**src/rtl/host_irq_wake_ctrl.sv**
```systemverilog
module host_irq_wake_ctrl #(
  parameter int WAKE_TIMEOUT_CYC = 2500000
) (
  input  logic clk,
  input  logic rst_n,
  input  logic irq_n_in,
  input  logic sel_n,
  input  logic wake_req,
  input  logic cb_clear,
  output logic wake_n,
  output logic resp_ready,
  output logic wake_done,
  output logic wake_timeout,
  output logic cb_pending
);
  localparam int CW = $clog2(WAKE_TIMEOUT_CYC + 1);
  localparam logic [CW-1:0] LAST = CW'(WAKE_TIMEOUT_CYC - 1);

  logic [2:0]    irq_pipe;
  logic [CW-1:0] wait_cnt;
  logic          irq_fall, ev_resp, ev_wake, ev_cb, expire, start;

  always_ff @(posedge clk or negedge rst_n)
    if (!rst_n) irq_pipe <= 3'b111;
    else        irq_pipe <= {irq_pipe[1:0], irq_n_in};

  assign irq_fall = irq_pipe[2] & ~irq_pipe[1];
  assign ev_resp  = irq_fall & ~sel_n;
  assign ev_wake  = irq_fall & sel_n & ~wake_n;
  assign ev_cb    = irq_fall & sel_n & wake_n;
  assign start    = wake_req & sel_n & wake_n;
  assign expire   = ~wake_n & (wait_cnt == LAST) & ~ev_wake;

  always_ff @(posedge clk or negedge rst_n)
    if (!rst_n) begin
      wake_n       <= 1'b1;
      wait_cnt     <= '0;
      resp_ready   <= 1'b0;
      wake_done    <= 1'b0;
      wake_timeout <= 1'b0;
      cb_pending   <= 1'b0;
    end else begin
      if (start)                wake_n <= 1'b0;
      else if (ev_wake | expire) wake_n <= 1'b1;
      if (start)        wait_cnt <= '0;
      else if (!wake_n) wait_cnt <= wait_cnt + CW'(1);
      resp_ready   <= ev_resp;
      wake_done    <= ev_wake;
      wake_timeout <= expire;
      cb_pending   <= ev_cb | (cb_pending & ~cb_clear);
    end
endmodule

```
**config.mk**
```make
export PLATFORM = sky130hd
export DESIGN_NAME = host_irq_wake_ctrl
export DESIGN_NICKNAME = d
export VERILOG_FILES = /design/src/rtl/host_irq_wake_ctrl.sv
export SDC_FILE = /design/constraint.sdc
export NUM_CORES = 1
export LEC_CHECK = 0
export BUFFER_PORTS_ARGS = -buffer_cell sky130_fd_sc_hd__buf_2
export CAP_MARGIN = 20
export CORE_MARGIN = 2
export CORE_UTILIZATION = 55
export DETAILED_ROUTE_END_ITERATION = 6
export PLACE_DENSITY = 0.74
export SLEW_MARGIN = 5
export SYNTH_ARGS = -nofsm -noshare
export SYNTH_HDL_FRONTEND = slang
export SYNTH_SLANG_ARGS = --single-unit
```
**constraint.sdc**
```tcl
create_clock -name clk -period 2.2 [get_ports clk]
set_clock_uncertainty 0.05 [all_clocks]
set_input_delay 0.22 -clock clk [delete_from_list [all_inputs] [get_ports clk]]
set_output_delay 0.22 -clock clk [all_outputs]
set_load 0.05 [all_outputs]
```
==> After elaboration in Yosys (flattened, before gate mapping) <==
Cells that the tools add are included.
{ "word_totals": {"ff_bits": 30, "out_inout_bits": 5, "elab_cells": 32, "in_bits": 6, "mem_bits_ro": 0, "n_memories": 0, "latch_bits": 0, "mem_bits_rw": 0} }
{ "op_classes": {"add_sub_neg": 1, "div_mod_pow": 0, "n_reduce_logical": 1, "eq_ne": 2, "n_bitwise": 17, "n_mul": 0, "order_cmp": 0, "n_shift": 0, "muxes": 4} }
{ "ops": {"columns": ["cell", "n"], "rows": [
  ["$mux 22", 2],
  ["$add 22x1->22 const B", 1],
  ["$eq 22x22->1 const B", 1],
  ["$and 1x1->1", 10],
  ["$not 1->1", 5],
  ["$mux 1", 2],
  ["$ne 2x1->1 const B", 1],
  ["$or 1x1->1", 2],
  ["$reduce_bool 2->1", 1]
]} }

==> Depth between registers and ports, before layout <==
{ "depth": {"depth_word": 9, "depth_mapped": 5} }

==> Least setup slack after synthesis <==
No wires, ideal clock.
{ "synth_timing": {"kind": "flip-flop to flip-flop", "startpoint": "register wait_cnt[0]", "endpoint": "register wake_n", "slack_ns": 0.518, "period_less_slack_ns": 1.682, "stages_incl_launch_ff": 6, "setup_ns": 0.068, "t_arrival_ns": 1.564, "required_time_ns": 2.082, "cell_sequence": "dfrtp_1 > ha_1 > nor4bb_1 > nand3_1 > or4_4 > a21oi_2"} }
{ "synth_between": {"elab_chain_len": 5} }
{ "synth_rtl": {"columns": ["element", "line", "rtl"], "rows": [
  ["from (decl)", "20", "logic [CW-1:0] wait_cnt;"],
  ["from (signal assigned)", "46", "else if (!wake_n) wait_cnt <= wait_cnt + CW'(1);"],
  ["$eq 22x22->1", "32", "assign expire = ~wake_n & (wait_cnt == LAST) & ~ev_wake;"],
  ["$and 1x1->1 (2 in a row)", "32", null],
  ["$or 1x1->1", "44", "else if (ev_wake | expire) wake_n <= 1'b1;"],
  ["$reduce_bool 2->1 (no source line)", null, null],
  ["to (signal assigned)", "36", "wake_n <= 1'b1;"],
  ["to (signal assigned)", "43", "if (start) wake_n <= 1'b0;"],
  ["to (signal assigned)", "44", null],
  ["to (decl)", "10", "output logic wake_n,"]
]} }
No other way between the ends.
A chain may end at the register's enable or synchronous reset.

==> Worst setup path in the final report <==
Same ends and word-level chain as after synthesis.

==> impl_metrics.toml <==
[timing]
min_period_over_period_pct = 84.1
worst_slack_ns = 0.350
setup_viol = 0
fin_setup_tns_ns = 0
slew_violations = 0
tightest_slew_ns = 0.654
period_minus_slack_ns = 1.85
fmax_mhz = 541
rsz0062_at_grt = "no"
slew_headroom_pct = 56.4
final_hold_viol_count = 0

[clock_tree]
clock_path_buffers = 2
clkTransAtPathRegs_ns = 0.10
cts_buffers = 5
cts_num_sinks = 30
cts-htree-levels = 2
clockRootBuffer = "clkbuf_4"
cts_resized = 0
cts_setup_buffers = 0
insertion_delay_ns = 0.34
cts_tree = "done"

[pwr]
irDropWorstVdd_mv = 0.574
p_clk_share_pct = 32.8
p_int_mw = 0.917
power_per_cell_area_nw_per_um2 = 801
switching_share_pct = 29.4
p_leak_nw = 0.771
combPwrFrac_pct = 13.8
pwr-share-seq_pct = 53.4
p_switching_mw = 0.381
total_power_mw = 1.30

[floorplan]
initial_core_util_pct = 57.5
rows = 18
io_pins = 11
die-area_um2 = 3010
core_um2 = 2480
fp.dieH_um = 54.9
die_w_um = 54.9

[routing]
dr_total_vias = 1074
drt-wirelength-per-cell_um = 15.0
wl_met1_um = 1310
route.met2.wl_um = 1210
highest_layer = "met4"
drt_iter0_markers = 11
met3_length_um = 128
ant_nets = 0
wl_um = 2730
via_per_inst = 5.90
route.detailed.drc = 0
first_pass_iters = 4

[logic_synthesis]
yosysWarnings = 0
syn_avg_cell_area_um2 = 10.8
synth_common_cells = "dfrtp_1 (26), nand2_1 (22), nand3_1 (15), mux2i_1 (12), o21ai_0 (6)"
ys_types = 34
ys.flop_type = "dfrtp_1"
synth_nets = 139
synth_top_area_share_pct = 45.7
synthArstFlopShare_pct = 100
syn_inst = 132
synth_seq_cells = 30
synth_most_common_cell = "dfrtp_1"
synth_area_um2 = 1430
synth_area_leaders = "dfrtp_1 (46%), mux2i_1 (8.4%), dfstp_2 (7.4%)"
synth_top_area_cell = "dfrtp_1"
synth_edf_count = 0
synth.yosys.seq_area_share_pct = 53.0

[worst_setup_path]
end_kind = "register"
critPathLaunchType = "register"
worstPathArrival_ns = 2.08
path_max_fanout = 6
crit_required_ns = 2.43
crit_type = "reg2reg"

[hold_path]
hold_path.class = "in2reg"

[global_route]
grt_max_degree = 31
antenna_found_initial = 0
grt_pass1_wl_um = 4460
gr-total-overflow = 0
grt_pass1_vias = 963
grtUsageTotal_pct = 22.1

[cells_and_area]
final_nets = 158
drive_gt1_share_pct = 19.7
area_growth_pct = 13.7
design_area_um2 = 1620
antenna_cells = 0

[placement]
gp_congestion = 0.733
place_worst_setup_slack_ns = 0.384
io_buffers = 10
detailed_place_hpwl_um = 1870
postPlaceCellArea_um2 = 1510

[outcome]
status = "completed"

[flow_run]
cap_violations = 0
## cells in the final DEF (no fill, tap or decap), drive strengths merged, types with 2 or more instances in the layout
master        n
dfstp         4
clkinv        2
and3b         2
nor4          2
nor3          4
o21ai         6
clkbuf        5
nor2          5
mux2i        12
nand2        22
inv           3
nor2b         2
o211ai        3
dfrtp        26
nand4         5
and4          2
nand3        15
and3          2
o31ai         3
dlygate4sd3   3
buf          11
## per-stage QoR
stage	hold slack [ns]	utilization, %	cells
finish	0.0423	65.4	182
global route	0.0113	65.4	182
CTS	0.0337	65.4	182
detailed placement	0.232	61.1	171
global placement	0.222	61.1	171
floorplan	-0.126	-	132
## power groups by stage
stage	combinational (mW)	sequential, mW	clock, mW
detailed placement	0.176	0.699	0
global route	0.201	0.702	0.470
finish	0.179	0.693	0.426
floorplan	0.109	0.703	0
global placement	0.171	0.694	0
CTS	0.181	0.689	0.438
## metal layers
layer	vias up	GRT usage, %
li1	523	-
met1	520	28.5
met2	22	31.5
met3	9	9.14
met4	0	11.4
met5	-	0
## worst max-delay path: stages (launching register included)
cell and delay, ns:
dfrtp_1 0.43, ha_1 0.24, nor4bb_1 0.29, nand3_1 0.12, or4_4 0.54, a21oi_2 0.13
## timing repair
| item | 4_1_cts | 5_1_grt |
|---|---|---|
| setup endpoints to repair | 0 | 0 |
| endpoints found under the hold margin | 28 | 0 |
| hold buffers | 3 | 0 |
## registers in the layout, summed over array words and instances, names as in the netlist
name and flops:
wake_n 1, irq_pipe 3, wait_cnt 22, resp_ready 1, wake_done 1, cb_pending 1
wake_timeout 1
## layout make-up
class,count,area [um2]
fillers,220,857
flip-flops and latches,30,756
multi-input cells,97,651
repair buffers,14,87.6
clock inverters,3,40.0
clock buffers,5,37.5
well taps,30,37.5
inverters,3,11.3
## path summary, 6_finish.rpt
path	startpoint	to	slack, ns	cells after the start
max in group asynchronous	rst_n	wait_cnt[0]$_DFFE_PN0P_	1.29	2
min in group asynchronous	rst_n	resp_ready$_DFF_PN0_	0.39	2
hold / removal	sel_n	resp_ready$_DFF_PN0_	0.04	2
hold reg to reg	irq_pipe[0]$_DFF_PN1_	irq_pipe[1]$_DFF_PN1_	0.32	0
setup / recovery	wait_cnt[0]$_DFFE_PN0P_	wake_n$_DFFE_PN1P_	0.35	5
setup reg to reg	wait_cnt[0]$_DFFE_PN0P_	wake_n$_DFFE_PN1P_	0.35	5
## logic make-up (layout without fill, tap and decap cells)
| kind of cell | after synthesis | after routing | synth area share, % |
|---|---|---|---|
| AO/OA/AOI/OAI | 13 | 13 | 5.88 |
| XOR/XNOR | 2 | 2 | 1.23 |
| adder cells (fa/ha/maj) | 1 | 1 | 0.878 |
| buffers and inverters | 5 | 25 | 1.32 |
| flip-flops | 30 | 30 | 53.0 |
| multiplexers | 12 | 12 | 8.43 |
| AND/OR/NAND/NOR | 69 | 69 | 29.2 |
Note: power is estimated with default switching activity, not from simulation.
